`src/rtl/sl_pkg.sv`:
```
package sl_pkg;

  typedef enum logic [2:0] {
    ST_IDLE  = 3'd0,
    ST_LOW   = 3'd1,
    ST_HIGH  = 3'd2,
    ST_GAP   = 3'd3,
    ST_LATCH = 3'd4
  } seq_st_e;

  // Round a nanosecond minimum up to whole system-clock cycles.
  function automatic int ns_to_cyc(input int ns, input int sys_mhz);
    return (ns * sys_mhz + 999) / 1000;
  endfunction

  function automatic int imax(input int a, input int b);
    return (a > b) ? a : b;
  endfunction

endpackage

```
`src/rtl/sl_timer.sv`:
```
module sl_timer #(
  parameter int W = 4
) (
  input  logic         clk,
  input  logic         rst_n,
  input  logic         load,
  input  logic [W-1:0] load_val,
  output logic         expired
);

  logic [W-1:0] cnt_q, cnt_d;

  always_comb begin
    cnt_d = cnt_q;
    if (load)
      cnt_d = load_val;
    else if (cnt_q != '0)
      cnt_d = cnt_q - 1'b1;
  end

  always_ff @(posedge clk or negedge rst_n) begin
    if (!rst_n) cnt_q <= '0;
    else        cnt_q <= cnt_d;
  end

  assign expired = (cnt_q == '0);

endmodule

```
`src/rtl/sl_shifter.sv`:
```
module sl_shifter #(
  parameter int W = 64
) (
  input  logic         clk,
  input  logic         rst_n,
  input  logic         load,
  input  logic         shift,
  input  logic [W-1:0] din,
  output logic         sdo,
  output logic         last
);

  localparam int RW = $clog2(W + 1);

  logic [W-1:0]  shreg_q, shreg_d;
  logic [RW-1:0] rem_q, rem_d;

  always_comb begin
    shreg_d = shreg_q;
    rem_d   = rem_q;
    if (load) begin
      shreg_d = din;
      rem_d   = RW'(W);
    end else if (shift) begin
      shreg_d = {shreg_q[W-2:0], 1'b0};
      rem_d   = rem_q - 1'b1;
    end
  end

  always_ff @(posedge clk or negedge rst_n) begin
    if (!rst_n) begin
      shreg_q <= '0;
      rem_q   <= '0;
    end else begin
      shreg_q <= shreg_d;
      rem_q   <= rem_d;
    end
  end

  assign sdo  = shreg_q[W-1];
  assign last = (rem_q == RW'(1));

  // A shift is only requested while more than one bit remains.
  assert_no_overshift_R3: assert property (@(posedge clk) disable iff (!rst_n)
    shift |-> (rem_q > RW'(1)));

endmodule

```
`src/rtl/sl_seq.sv`:
```
module sl_seq
  import sl_pkg::*;
#(
  parameter int HI  = 7,
  parameter int LO  = 7,
  parameter int GAP = 1,
  parameter int LW  = 5,
  parameter int TW  = 3
) (
  input  logic          clk,
  input  logic          rst_n,
  input  logic          in_valid,
  output logic          in_ready,
  input  logic          expired,
  input  logic          last,
  output logic          tmr_load,
  output logic [TW-1:0] tmr_val,
  output logic          sh_load,
  output logic          sh_shift,
  output logic          sclk,
  output logic          le,
  output logic          done
);

  localparam logic [TW-1:0] HI_V  = TW'(HI - 1);
  localparam logic [TW-1:0] LO_V  = TW'(LO - 1);
  localparam logic [TW-1:0] GAP_V = TW'(GAP - 1);
  localparam logic [TW-1:0] LW_V  = TW'(LW - 1);

  seq_st_e st_q, st_d;
  logic    sclk_q, le_q, done_q, done_d;

  always_comb begin
    st_d     = st_q;
    tmr_load = 1'b0;
    tmr_val  = '0;
    sh_load  = 1'b0;
    sh_shift = 1'b0;
    done_d   = 1'b0;
    unique case (st_q)
      ST_IDLE: if (in_valid) begin
        st_d     = ST_LOW;
        sh_load  = 1'b1;
        tmr_load = 1'b1;
        tmr_val  = LO_V;
      end
      ST_LOW: if (expired) begin
        st_d     = ST_HIGH;
        tmr_load = 1'b1;
        tmr_val  = HI_V;
      end
      ST_HIGH: if (expired) begin
        tmr_load = 1'b1;
        if (last) begin
          st_d    = ST_GAP;
          tmr_val = GAP_V;
        end else begin
          st_d     = ST_LOW;
          sh_shift = 1'b1;
          tmr_val  = LO_V;
        end
      end
      ST_GAP: if (expired) begin
        st_d     = ST_LATCH;
        tmr_load = 1'b1;
        tmr_val  = LW_V;
      end
      ST_LATCH: if (expired) begin
        st_d   = ST_IDLE;
        done_d = 1'b1;
      end
      default: st_d = ST_IDLE;
    endcase
  end

  always_ff @(posedge clk or negedge rst_n) begin
    if (!rst_n) begin
      st_q   <= ST_IDLE;
      sclk_q <= 1'b0;
      le_q   <= 1'b0;
      done_q <= 1'b0;
    end else begin
      st_q   <= st_d;
      sclk_q <= (st_d == ST_HIGH);
      le_q   <= (st_d == ST_LATCH);
      done_q <= done_d;
    end
  end

  assign in_ready = (st_q == ST_IDLE);
  assign sclk     = sclk_q;
  assign le       = le_q;
  assign done     = done_q;

  // Run-length counters for width checks.
  logic [15:0] hi_run, lo_run, le_run;
  always_ff @(posedge clk or negedge rst_n) begin
    if (!rst_n) begin
      hi_run <= '0;
      lo_run <= '0;
      le_run <= '0;
    end else begin
      hi_run <= sclk_q ? ((hi_run == '1) ? hi_run : hi_run + 1'b1) : '0;
      lo_run <= !sclk_q ? ((lo_run == '1) ? lo_run : lo_run + 1'b1) : '0;
      le_run <= le_q ? ((le_run == '1) ? le_run : le_run + 1'b1) : '0;
    end
  end

  assert_sclk_high_min_R4: assert property (@(posedge clk) disable iff (!rst_n)
    $fell(sclk_q) |-> (hi_run >= 16'(HI)));

  assert_sclk_low_min_R4: assert property (@(posedge clk) disable iff (!rst_n)
    $rose(sclk_q) |-> (lo_run >= 16'(LO)));

  assert_clk_latch_excl_R6: assert property (@(posedge clk) disable iff (!rst_n)
    !(sclk_q && le_q));

  assert_latch_width_R7: assert property (@(posedge clk) disable iff (!rst_n)
    $fell(le_q) |-> (le_run >= 16'(LW)));

  assert_done_after_latch_R9: assert property (@(posedge clk) disable iff (!rst_n)
    $fell(le_q) |-> (done_q && in_ready));

endmodule

```
`src/rtl/serial_load_ctrl.sv`:
```
module serial_load_ctrl
  import sl_pkg::*;
#(
  parameter int CHAN_PER_DEV = 32,
  parameter int NUM_DEV      = 2,
  parameter int SYS_MHZ      = 100,
  parameter int T_HI_NS      = 62,
  parameter int T_LO_NS      = 62,
  parameter int T_PER_NS     = 125,
  parameter int T_SU_NS      = 25,
  parameter int T_HD_NS      = 10,
  parameter int T_LED_NS     = 50,
  parameter int T_LEW_NS     = 50,
  parameter int T_LESU_NS    = 50,
  localparam int FRAME_W     = CHAN_PER_DEV * NUM_DEV
) (
  input  logic               clk,
  input  logic               rst_n,
  input  logic               in_valid,
  output logic               in_ready,
  input  logic [FRAME_W-1:0] frame_data,
  input  logic               cfg_blank,
  input  logic               cfg_pol,
  output logic               ser_data,
  output logic               ser_clk,
  output logic               ser_latch,
  output logic               drv_blank,
  output logic               drv_pol,
  output logic               done
);

  localparam int HI_C  = imax(1, imax(ns_to_cyc(T_HI_NS, SYS_MHZ), ns_to_cyc(T_HD_NS, SYS_MHZ)));
  localparam int LO_A  = imax(ns_to_cyc(T_LO_NS, SYS_MHZ), ns_to_cyc(T_SU_NS, SYS_MHZ));
  localparam int LO_B  = imax(ns_to_cyc(T_LESU_NS, SYS_MHZ), ns_to_cyc(T_PER_NS, SYS_MHZ) - HI_C);
  localparam int LO_C  = imax(1, imax(LO_A, LO_B));
  localparam int GAP_C = imax(1, ns_to_cyc(T_LED_NS, SYS_MHZ) - HI_C);
  localparam int LW_C  = imax(1, ns_to_cyc(T_LEW_NS, SYS_MHZ));
  localparam int MAX_C = imax(imax(HI_C, LO_C), imax(GAP_C, LW_C));
  localparam int TW    = imax(1, $clog2(MAX_C + 1));

  logic          tmr_load, expired, sh_load, sh_shift, last;
  logic [TW-1:0] tmr_val;
  logic          blank_q, pol_q;

  sl_timer #(.W(TW)) u_timer (
    .clk      (clk),
    .rst_n    (rst_n),
    .load     (tmr_load),
    .load_val (tmr_val),
    .expired  (expired)
  );

  sl_shifter #(.W(FRAME_W)) u_shift (
    .clk   (clk),
    .rst_n (rst_n),
    .load  (sh_load),
    .shift (sh_shift),
    .din   (frame_data),
    .sdo   (ser_data),
    .last  (last)
  );

  sl_seq #(.HI(HI_C), .LO(LO_C), .GAP(GAP_C), .LW(LW_C), .TW(TW)) u_seq (
    .clk      (clk),
    .rst_n    (rst_n),
    .in_valid (in_valid),
    .in_ready (in_ready),
    .expired  (expired),
    .last     (last),
    .tmr_load (tmr_load),
    .tmr_val  (tmr_val),
    .sh_load  (sh_load),
    .sh_shift (sh_shift),
    .sclk     (ser_clk),
    .le       (ser_latch),
    .done     (done)
  );

  always_ff @(posedge clk or negedge rst_n) begin
    if (!rst_n) begin
      blank_q <= 1'b0;
      pol_q   <= 1'b0;
    end else begin
      blank_q <= cfg_blank;
      pol_q   <= cfg_pol;
    end
  end

  assign drv_blank = blank_q;
  assign drv_pol   = pol_q;

  // Latch only rises while the controller still holds off new frames.
  assert_busy_during_latch_R2: assert property (@(posedge clk) disable iff (!rst_n)
    $rose(ser_latch) |-> !in_ready);

endmodule

```
`config.mk`:
```
export PLATFORM = sky130hd
export DESIGN_NAME = serial_load_ctrl
export DESIGN_NICKNAME = d
export VERILOG_FILES = /design/src/rtl/sl_pkg.sv /design/src/rtl/sl_timer.sv /design/src/rtl/sl_shifter.sv /design/src/rtl/sl_seq.sv /design/src/rtl/serial_load_ctrl.sv
export SDC_FILE = /design/constraint.sdc
export NUM_CORES = 1
export LEC_CHECK = 0
export ABC_AREA = 1
export BUFFER_PORTS_ARGS = -buffer_cell sky130_fd_sc_hd__buf_2
export CAP_MARGIN = 20
export CORE_ASPECT_RATIO = 0.9
export CORE_UTILIZATION = 25
export CTS_CLUSTER_SIZE = 14
export DETAILED_ROUTE_END_ITERATION = 7
export SETUP_SLACK_MARGIN = 0.4
export SLEW_MARGIN = 20
export SYNTH_ARGS = -nofsm -noshare
export SYNTH_HDL_FRONTEND = slang
export SYNTH_SLANG_ARGS = --single-unit
```
`constraint.sdc`:
```
create_clock -name clk -period 1.7 [get_ports clk]
set_clock_uncertainty 0.05 [all_clocks]
set_input_delay 0.085 -clock clk [delete_from_list [all_inputs] [get_ports clk]]
set_output_delay 0.085 -clock clk [all_outputs]
set_load 0.005 [all_outputs]
```
Yosys cells after proc, flatten, opt, wreduce, memory -nomap -nowiden. Cells that the tools add are included.

Multiplexer cells: 27. Add/sub/neg operators: 2. Reduce and logical (&&, ||, !) cells: 6. Eq/ne operators: 7.

Operator list (count): two-way mux 64 bit (2); two-way mux 3 bit (12); one-hot mux 3 bit (5 select lines) (1); two-way mux 7 bit (2); one-hot mux 3 bit (4 select lines) (1); == test 3 x 2 -> 1 bit, second input constant (3); == test 7 x 1 -> 1 bit, second input constant (1); two-way mux 1 bit (7); subtractor 7 x 1 -> 7 bit, second input constant (1); == test 3 bit, second input constant (2); logical NOT 3 bit (2); nonzero test 2 bit (2); == test 3 x 1 -> 1 bit, second input constant (1); nonzero test 3 bit (1); OR reduction 3 bit (1); subtractor 3 x 1 -> 3 bit, second input constant (1); two-way mux 2 bit (1); one-hot mux 1 bit (2 select lines) (1).

Bits in registers: 82. Output and inout port bits: 7.

Longest topological paths before layout. Gate-level depths: netlist of the first run.

Depth in word-level cells: 6. Depth in mapped cells: 12. Mapped depth without buffers: 10.

By module. From an unflattened synthesis of the first run, not the netlist that was laid out.

Cells, all modules: 411. Area, all modules: 3709.8 um^2.

By module, submodules not included: sl_shifter (times used 1, area each 3103.0 um^2, cells each 333); sl_seq (times used 1, area each 349.1 um^2, cells each 44); sl_timer (times used 1, area each 207.7 um^2, cells each 32); serial_load_ctrl (times used 1, area each 50.0 um^2, cells each 2).

Worst setup path before layout of the first run. No wires, ideal clock.

Path kind: flip-flop to flip-flop. Start: reg u_timer.cnt_q[0]. End: reg u_shift.shreg_q[19]. Arrival: 1.425 ns. Setup time: 0.124 ns. Stages on the path, launching flop included: 12. Required time: 1.526 ns. Slack: 0.100 ns. Path through: dfrtp_1 -> inv_1 -> ha_1 -> nand2_1 -> inv_2 -> nand3_4 -> nand2_4 -> inv_4 -> buf_6 -> buf_6 -> nand2_1 -> nand3_1.

Cells in the longest elaborated chain, start to end: 4.

Ends and longest elaborated chain: start: declaration (line sl_timer.sv:11) `logic [W-1:0] cnt_q, cnt_d;`; start signal: assignment (line sl_timer.sv:23) `else cnt_q <= cnt_d;`; logical NOT 3 bit (line sl_timer.sv:26) `assign expired = (cnt_q == '0);`; two-way mux 1 bit (line sl_seq.sv:52) `ST_HIGH: if (expired) begin`; two-way mux 1 bit (line sl_seq.sv:40) `unique case (st_q)`; nonzero test 2 bit (no source line); end signal: assignment (line sl_shifter.sv:35) `shreg_q <= shreg_d;`; end: declaration (line sl_shifter.sv:15) `logic [W-1:0] shreg_q, shreg_d;`.

Every way passes these cells. A chain may end at the register's enable or synchronous reset.

Final worst setup path of the first run.
Start: reg u_shift.rem_q[1]. End: reg u_shift.rem_q[3].

Cells in the longest elaborated chain, start to end: 5. Elaborated cells between the ends (all ways): 8. Classes of those cells: add/sub: 1; eq/ne: 1; mux: 5; reduce/logical: 1.

Ends and longest elaborated chain: start: declaration (line sl_shifter.sv:16) `logic [RW-1:0] rem_q, rem_d;`; start signal: assignment (line sl_shifter.sv:36) `rem_q <= rem_d;`; branches (longest 5 deep; another with subtractor 7 x 1 -> 7 bit).

Parallel ways; which one is timed is not known. The select of a mux whose other input is x is not followed.

==> results of run 1 <==
==> critical path, stage by stage, from the launching register on <==
cell,delay [ns]
dfrtp_1,0.40
inv_2,0.08
ha_4,0.12
inv_2,0.03
nor2_2,0.09
nand3_2,0.10
nand3_4,0.11
nand2_4,0.09
inv_8,0.11
buf_12,0.10
buf_12,0.12
o21ai_0,0.07
==> through the flow <==
stage	utilization	instance area (µm²)	hold slack [ns]	worst slack, ns
2_1_floorplan	-	3860	-0.261	0.165
3_3_place_gp	0.304	4510	0.0710	0.110
3_5_place_dp	0.304	4510	0.0597	0.0527
4_1_cts	0.396	5870	0.0439	0.124
5_1_grt	0.403	5980	0.0761	-0.00913
6_report	0.403	5980	0.0627	0.0897
==> power by group <==
group	total (mW)	internal, mW	switching, mW
registers	2.07	2.03	0.0419
logic	0.323	0.198	0.125
clock network	1.86	1.11	0.742
total	4.25	3.34	0.908
==> registers in the layout (all words and copies together), names as in the netlist <==
name	cells
u_shift.shreg_q	64
u_shift.rem_q	7
u_seq.st_q	3
u_timer.cnt_q	3
drv_blank	1
drv_pol	1
u_seq.done	1
u_seq.le	1
u_seq.sclk	1
==> synth_stat cells (all sizes together) <==
cell type,number
clkbuf,4
nor3,1
dfrtp,82
buf,23
nand3,138
o22ai,1
ha,4
a21oi,1
nor2,15
o21ai,13
xnor2,2
xor2,1
inv,20
nand4,1
nand2,158
a31oi,1
==> cells by family (layout without fill, tap and decap cells) <==
group	after synthesis	count (layout)	share of synthesized area
buffers and inverters	47	215	0.0588
XOR/XNOR	3	3	0.00687
flip-flops	82	82	0.536
AND/OR/NAND/NOR	313	313	0.364
adder cells (fa/ha/maj)	4	4	0.0131
AO/OA/AOI/OAI	16	16	0.0216
==> cell type report <==
class	count	area [µm²]
clock buffers	10	229
clock inverters	4	45.0
inverters	20	92.6
well taps	198	248
multi-input cells	336	1730
flip-flops and latches	82	2050
fillers	1486	8840
repair buffers	181	1580
==> final timing paths <==
check	startpoint	endpoint	slack (ns)	cells past startpoint
min in group asynchronous	rst_n	u_shift.shreg_q[21]	0.24	2
worst min register to register	u_shift.shreg_q[20]	u_shift.shreg_q[20]	0.43	2
worst min-delay path	frame_data[25]	u_shift.shreg_q[25]	0.06	5
worst max-delay path	u_shift.rem_q[1]	u_shift.rem_q[3]	0.09	11
worst max register to register	u_shift.rem_q[1]	u_shift.rem_q[3]	0.09	11
max in group asynchronous	rst_n	u_shift.shreg_q[39]	0.79	3
==> cells in the final DEF (no fill, tap or decap), types with 5 or more instances in the layout <==
cell type        n
buf_12          10
o21ai_0          5
dfrtp_1         80
nand2_1        149
nor2_1          10
inv_1            9
buf_2           74
nand3_1        131
clkbuf_16        9
nand2_2          5
dlygate4sd3_1   65
nand3_2          5
inv_2            7
buf_4           22
==> metal layers <==
metal,vias up,share of wire
met5,-,0.00093
met4,2,0.020
met3,15,0.042
met2,104,0.50
met1,1796,0.44
li1,1862,-
==> timing repair <==
item,4_1_cts,5_1_grt
gates cloned,4,0
hold buffers,65,0
pin swaps,4,6
endpoints found under the hold margin,103,0
setup buffers,20,3
endpoints found under the setup margin,78,79
resized for setup,35,31
==> qor.txt, run 1 <==
status: completed
final cell count without fillers: 831
synth unique cells: 26
Critical Path RT: 1.86 ns
Post-Syn Area per Cell: 8.23 µm²
Clock Tree Root: clkbuf_16
max-slew violations: 0
RSZ-0062 raised after global routing: yes
number of DRC markers in iteration 0: 216
Post-DRT Antenna Nets: 0
final period utilization: 0.947
Yosys warnings: 0
GP Congestion: 0.839
Yosys top cell by area: dfrtp_1
Mapped Nets: 538
Post-Synthesis Cells: 465
Pwr Total: 4.25 mW
largest net degree at the start of global routing: 43
CP Launch Type: flop
Clock Latency Late Sink: 0.34 ns
htree depth: 3
area grow syn2layout: 56.2%
diodes inserted: 0
share of cells above drive strength 1: 0.275
PortBufs: 75
synthesized cell area: 3830 µm²
all-layer global routing usage: 0.142
flops & latches, synth: 82
Seq/Total Area, Yosys: 0.536
CTS clk-pin slew, worst paths: 0.06 ns
met2 Track Usage GR: 0.235
Top Usage Layer GRT: met2
Initial Utilization: 0.258
drt total wl: 10.8 mm
worst slew pin tran: 0.559 ns
fin crit period: 1.61 ns
global-route wire length before repair: 17.8 mm
Setup violations, final: 0
Hold Path Class: in2reg
Peak Freq: 621 MHz
GRT Residual Overflow: 0
Pleak: 2.90 nW
routed wire length per instance: 13.0 µm
dpl cells: 725
Row Count: 42
num ports: 76
endpoint class of the critical path: flop
data arrival time of the critical path: 1.77 ns
Die Width: 132 µm
Rel. slew slack: 0.627
CTS Buf Count: 9
share of the synthesized area in the top cell type: 0.536
full die area: 15800 µm²
Fin. Hold Viols: 0
Max Cap Viol: 0
CTS tree: done
critical path class: reg2reg
drt first pass iters: 5
core area: 14800 µm²
vias per inst: 4.55
Worst VDD drop: 0.473 mV
via count: 3779
GR Layer Usage met1: 0.180
initial antenna violation count: 1
top cells by area, synth: dfrtp_1, nand3_1, nand2_1
routing usage on met3: 0.0324
final setup TNS: 0 ns
vias in the first global route: 3742
post-layout net count: 703
# DRC: 0
crit path max fanout: 14
power density over the cells: 710 nW/µm²
dpl hpwl: 6.41 mm
clk sinks: 82
die height: 119 µm
clk buf depth: 2
(Power assumes the default switching activity.)
==> run 2: changes to the inputs <==
--- a/config.mk
+++ b/config.mk
@@ -12,6 +12,7 @@
 export CORE_UTILIZATION = 25
 export CTS_CLUSTER_SIZE = 14
 export DETAILED_ROUTE_END_ITERATION = 7
+export REMOVE_ABC_BUFFERS = 1
 export SETUP_SLACK_MARGIN = 0.4
 export SLEW_MARGIN = 20
 export SYNTH_ARGS = -nofsm -noshare
==> qor.txt, run 2 (synthesis results as in run 1) <==
M1 wire length: 5.74 mm (was 4.77 mm)
all-layer global routing usage: 0.165 (was 0.142)
hold path cells: 5 (unchanged)
worst slew pin tran: 0.340 ns (was 0.559 ns)
Max Cap Viol: 0 (unchanged)
Hold Path Class: in2reg (unchanged)
CTS clk-pin slew, worst paths: 0.06 ns (about the same)
final setup TNS: 0 ns (unchanged)
via count: 3966 (was 3779)
most frequent cells in the layout: nand2_1, nand3_1, dfrtp_1 (unchanged)
routed wire length per instance: 15.1 µm (was 13.0 µm)
max-slew violations: 0 (unchanged)
CTS Buf Count: 9 (unchanged)
Clock Tree Root: clkbuf_16 (unchanged)
number of DRC markers in iteration 0: 227 (was 216)
CP max stage cell: dfrtp_1 (unchanged)
reg2reg end: u_shift.shreg_q[59] (was u_shift.rem_q[3])
Critical Path Max Stage Delay: 0.38 ns (was 0.40 ns)
endpoint class of the critical path: flop (unchanged)
FILL cells: 1395 (was 1486)
PortBufs: 75 (unchanged)
reg2reg setup slack: 0.09 ns (about the same)
# DRC: 0 (unchanged)
htree depth: 3 (unchanged)
Largest register FFs: 64 (unchanged)
Worst Path Buf+Inv: 5 (unchanged)
initial antenna violation count: 0 (was 1)
area grow syn2layout: 74.8% (was 56.2%)
power density over the cells: 658 nW/µm² (was 710 nW/µm²)
data arrival time of the critical path: 1.85 ns (was 1.77 ns)
Worst Reg-to-Reg Cells: 12 (was 11)
Rel. slew slack: 0.773 (was 0.627)
core area: 14800 µm² (unchanged)
Regs by FF count: u_shift.shreg_q x64, u_shift.rem_q x7 (unchanged)
DP Area: 4510 µm² (unchanged)
RSZ-0062 raised after global routing: yes (unchanged)
Post-DRT Antenna Nets: 0 (unchanged)
uppermost layer routed: met4 (was met5)
hold_sp: frame_data[26] (was frame_data[25])
Clock Latency Late Sink: 0.35 ns (was 0.34 ns)
CP Launch Point: u_shift.rem_q[1] (unchanged)
multi-input logic area: 2080 µm² (was 1730 µm²)
crit path cell chain: inv_2, ha_4, inv_2, nor2_2, nand3_2, nand3_4, nand2_4, inv_6, buf_8, clkbuf_16, nand2_2, nand3_2 (was inv_2, ha_4, inv_2, nor2_2, nand3_2, nand3_4, nand2_4, inv_8, buf_12, buf_12, o21ai_0)
full die area: 15800 µm² (unchanged)
Peak Freq: 619 MHz (was 621 MHz)
critical path class: reg2reg (unchanged)
most common cell after layout, fill and taps aside: nand2_1 (unchanged)
clk sinks: 82 (unchanged)
clk buf depth: 2 (unchanged)
drt total wl: 12.7 mm (was 10.8 mm)
Worst path top cell family by delay: buffers and inverters (unchanged)
Pleak: 3.20 nW (was 2.90 nW)
dpl hpwl: 6.16 mm (was 6.41 mm)
drt first pass iters: 5 (unchanged)
post-layout net count: 715 (was 703)
Fin. Hold Viols: 0 (unchanged)
vias in the first global route: 3925 (was 3742)
total length of routed met2 wires: 6.16 mm (was 5.36 mm)
Hold Worst Slack: 0.0781 ns (was 0.0627 ns)
GRT Residual Overflow: 0 (unchanged)
Row Count: 42 (unchanged)
crit path max fanout: 7 (was 14)
Worst VDD drop: 0.646 mV (was 0.473 mV)
Die Width: 132 µm (unchanged)
DR WL met3: 657 µm (was 455 µm)
Initial Utilization: 0.258 (unchanged)
register area: 2050 µm² (unchanged)
worst r2r src: u_shift.rem_q[1] (unchanged)
CP Launch Type: flop (unchanged)
Setup violations, final: 0 (unchanged)
Pwr Total: 4.40 mW (was 4.25 mW)
diodes inserted: 0 (unchanged)
Critical Path RT: 1.94 ns (was 1.86 ns)
fin crit period: 1.61 ns (about the same)
vias per inst: 4.69 (was 4.55)
num ports: 76 (unchanged)
design area: 6690 µm² (was 5980 µm²)
GP Congestion: 0.818 (was 0.839)
share of cells above drive strength 1: 0.399 (was 0.275)
register name with the most flops: u_shift.shreg_q (unchanged)
final period utilization: 0.950 (was 0.947)
global-route wire length before repair: 19.9 mm (was 17.8 mm)
largest net degree at the start of global routing: 34 (was 43)
CTS tree: done (unchanged)
Hold EP: u_shift.shreg_q[26] (was u_shift.shreg_q[25])
status: completed (unchanged)
die height: 119 µm (unchanged)
final core utilization: 0.451 (was 0.403)
[run 2: cell count changes in the layout (fill, tap and decap cells not counted), moves of 3 or more]
cell and delta:
nand2_4 +16, nand3_2 +48, buf_6 +3, nand3_1 -49
o21ai_0 +3, nand2_1 -27, nand2_2 +11, buf_16 +12
[run 2: worst register-to-register path, delay by kind of cell, from the launching register on]
kind / cells / cell delay [ns]
simple gates: 6 / 0.49
flops: 1 / 0.38
fa+ha+maj: 1 / 0.13
buf+inv: 5 / 0.50
[run 2: worst max path at each step]
stage                     depth (start not counted)                  end  slack (ns)
after detailed placement                         10  u_shift.shreg_q[39]        0.03
after global routing                             12  u_shift.shreg_q[23]      -0.003
after CTS                                        12  u_shift.shreg_q[57]        0.13
after floorplan                                   6  u_shift.shreg_q[26]       -1.41
final                                            12  u_shift.shreg_q[59]        0.09
after global placement                            9  u_shift.shreg_q[30]        0.10
[run 2: timing repair]
item	in CTS	in global routing
setup endpoints to repair	80	79
buffers inserted	21	1
pin swaps	10	4
hold endpoints to repair	146	0
gates cloned	15	2
resized for setup	86	80
hold buffers	65	0
[run 2: cell type report]
| class | instances | area share |
|---|---|---|
| Multi-Input combinational cell | 336 | 0.311 |
| Sequential cell | 82 | 0.307 |
| Timing Repair Buffer | 193 | 0.286 |
| Tap cell | 198 | 0.0370 |
| Clock buffer | 10 | 0.0342 |
| Inverter | 20 | 0.0148 |
| Clock inverter | 6 | 0.0101 |
[run 2: through the flow]
stage / instances / setup slack (ns)
finish: 845 / 0.0854
global route: 845 / -0.00306
CTS: 842 / 0.130
detailed placement: 725 / 0.0257
global placement: 725 / 0.102
floorplan: 438 / -1.41
[run 2: power breakdown]
part,switching [mW],internal [mW]
clock network,0.823,1.14
registers,0.0604,2.03
logic,0.135,0.217
[run 2: routing by layer]
layer | up-vias | global-route usage
met1 | 1942 | 0.209
met5 | - | 0
li1 | 1889 | -
met4 | 0 | 0.0438
met3 | 16 | 0.0434
met2 | 119 | 0.276
==> run 3: changes to the inputs <==
--- a/config.mk
+++ b/config.mk
@@ -9,7 +9,7 @@
 export BUFFER_PORTS_ARGS = -buffer_cell sky130_fd_sc_hd__buf_2
 export CAP_MARGIN = 20
 export CORE_ASPECT_RATIO = 0.9
-export CORE_UTILIZATION = 25
+export CORE_UTILIZATION = 40
 export CTS_CLUSTER_SIZE = 14
 export DETAILED_ROUTE_END_ITERATION = 7
 export REMOVE_ABC_BUFFERS = 1
==> qor.txt, run 3 (synthesis results as in run 1) <==
status: completed (unchanged)
register name with the most flops: u_shift.shreg_q (unchanged)
final period utilization: 0.981 (was 0.950)
CTS Buf Count: 9 (unchanged)
Row Count: 33 (was 42)
Regs by FF count: u_shift.shreg_q x64, u_shift.rem_q x7 (unchanged)
diodes inserted: 0 (unchanged)
die height: 94.8 µm (was 119 µm)
CTS tree: done (unchanged)
Critical Path RT: 1.89 ns (was 1.94 ns)
num ports: 76 (unchanged)
Rel. slew slack: 0.670 (was 0.773)
routed wire length per instance: 16.0 µm (was 15.1 µm)
share of cells above drive strength 1: 0.455 (was 0.399)
worst slew pin tran: 0.495 ns (was 0.340 ns)
number of DRC markers in iteration 0: 222 (was 227)
GP Congestion: 0.797 (was 0.818)
Largest register FFs: 64 (unchanged)
Post-DRT Antenna Nets: 0 (unchanged)
DP Area: 4390 µm² (was 4510 µm²)
Die Width: 105 µm (was 132 µm)
Hold Path Class: in2reg (unchanged)
via count: 3907 (was 3966)
most common cell after layout, fill and taps aside: nand2_1 (unchanged)
Max Cap Viol: 0 (unchanged)
hold path cells: 5 (unchanged)
clk sinks: 82 (unchanged)
htree depth: 3 (unchanged)
Critical Path Max Stage Delay: 0.40 ns (was 0.38 ns)
vias per inst: 5.13 (was 4.69)
Initial Utilization: 0.416 (was 0.258)
Peak Freq: 600 MHz (was 619 MHz)
reg2reg setup slack: 0.03 ns (was 0.09 ns)
all-layer global routing usage: 0.225 (was 0.165)
most frequent cells in the layout: nand2_1, dfrtp_1, buf_2 (was nand2_1, nand3_1, dfrtp_1)
dpl hpwl: 5.53 mm (was 6.16 mm)
GRT Residual Overflow: 0 (unchanged)
drt first pass iters: 4 (was 5)
data arrival time of the critical path: 1.86 ns (was 1.85 ns)
power density over the cells: 631 nW/µm² (was 658 nW/µm²)
CP Launch Type: flop (unchanged)
drt total wl: 12.2 mm (was 12.7 mm)
design area: 6710 µm² (was 6690 µm²)
critical path class: reg2reg (unchanged)
FILL cells: 606 (was 1395)
initial antenna violation count: 0 (unchanged)
post-layout net count: 709 (was 715)
Worst VDD drop: 0.559 mV (was 0.646 mV)
area grow syn2layout: 75.2% (was 74.8%)
crit path max fanout: 8 (was 7)
vias in the first global route: 3702 (was 3925)
# DRC: 0 (unchanged)
core area: 9210 µm² (was 14800 µm²)
global-route wire length before repair: 17.7 mm (was 19.9 mm)
Worst Reg-to-Reg Cells: 11 (was 12)
Setup violations, final: 0 (unchanged)
RSZ-0062 raised after global routing: yes (unchanged)
fin crit period: 1.67 ns (was 1.61 ns)
Pleak: 3.27 nW (was 3.20 nW)
final setup TNS: 0 ns (unchanged)
largest net degree at the start of global routing: 52 (was 34)
PortBufs: 75 (unchanged)
CP max stage cell: dfrtp_1 (unchanged)
crit path cell chain: inv_2, ha_4, inv_2, nor2_2, nand3_2, nand3_4, inv_6, buf_12, buf_16, nand3_1, nand3_2 (was inv_2, ha_4, inv_2, nor2_2, nand3_2, nand3_4, nand2_4, inv_6, buf_8, clkbuf_16, nand2_2, nand3_2)
clk buf depth: 2 (unchanged)
Clock Latency Late Sink: 0.35 ns (about the same)
full die area: 9960 µm² (was 15800 µm²)
CTS clk-pin slew, worst paths: 0.08 ns (was 0.06 ns)
max-slew violations: 0 (unchanged)
Clock Tree Root: clkbuf_8 (was clkbuf_16)
endpoint class of the critical path: flop (unchanged)
Fin. Hold Viols: 0 (unchanged)
==> run 3: cell count changes in the layout (fill, tap and decap cells not counted), moves of 11 or more <==
cell	delta
nand2_4	+14
clkbuf_8	+11
nand3_2	+16
nand3_1	-25
==> run 3: final timing paths <==
path	startpoint	to
worst min register to register	u_shift.shreg_q[38]	u_shift.shreg_q[38]
max in group asynchronous	rst_n	u_seq.st_q[0]
min in group asynchronous	rst_n	u_shift.shreg_q[24]
worst max-delay path	u_shift.rem_q[1]	u_shift.shreg_q[43]
worst max register to register	u_shift.rem_q[1]	u_shift.shreg_q[43]
worst min-delay path	frame_data[26]	u_shift.shreg_q[26]
==> run 3: routing by layer <==
| metal | GRT usage | wire length (µm) |
|---|---|---|
| met1 | 0.297 | 5350 |
| met2 | 0.387 | 6150 |
| met3 | 0.0400 | 585 |
| met4 | 0.0516 | 82 |
| met5 | 0 | 0 |
==> run 3: final cells by class <==
class	count	area (µm²)	share of cell area
multi-input combinational	336	2400	0.358
clock buffer	11	151	0.0226
clock inverter	4	98.8	0.0147
tap	122	153	0.0228
inverter	20	90.1	0.0134
sequential	82	2060	0.307
timing repair buffer	187	1760	0.262
==> run 3: power breakdown <==
part | switching (mW) | leakage, nW | total (mW) | internal [mW]
sequential | 0.0685 | 1.04 | 2.09 | 2.02
clock | 0.719 | 0.126 | 1.77 | 1.05
combinational | 0.140 | 2.11 | 0.366 | 0.225
total | 0.928 | 3.27 | 4.23 | 3.30
==> run 3: per-stage QoR <==
| stage | setup slack (ns) | hold slack [ns] | utilization | std cells | total power [mW] |
|---|---|---|---|---|---|
| after floorplan | -1.41 | -0.261 | - | 438 | 2.15 |
| after global placement | 0.0811 | 0.0330 | 0.476 | 649 | 2.30 |
| after detailed placement | 0.0344 | 0.0323 | 0.476 | 649 | 2.30 |
| after CTS | 0.0808 | 0.0635 | 0.628 | 751 | 4.18 |
| after global routing | -0.0488 | 0.133 | 0.728 | 762 | 4.41 |
| final | 0.0320 | 0.101 | 0.728 | 762 | 4.23 |
==> run 3: critical path, delay by kind of cell (launching register included) <==
kind / cells / cell delay, ns
buffers and inverters: 5 / 0.47
AND/OR/NAND/NOR: 5 / 0.51
flip-flops: 1 / 0.40
adder cells (fa/ha/maj): 1 / 0.13
==> run 3: timing repair <==
action	in CTS	in global routing
hold buffers	66	0
pin swaps	4	18
gates cloned	6	5
endpoints found under the hold margin	100	0
endpoints found under the setup margin	80	80
gates resized for setup	59	172
setup buffers	15	6
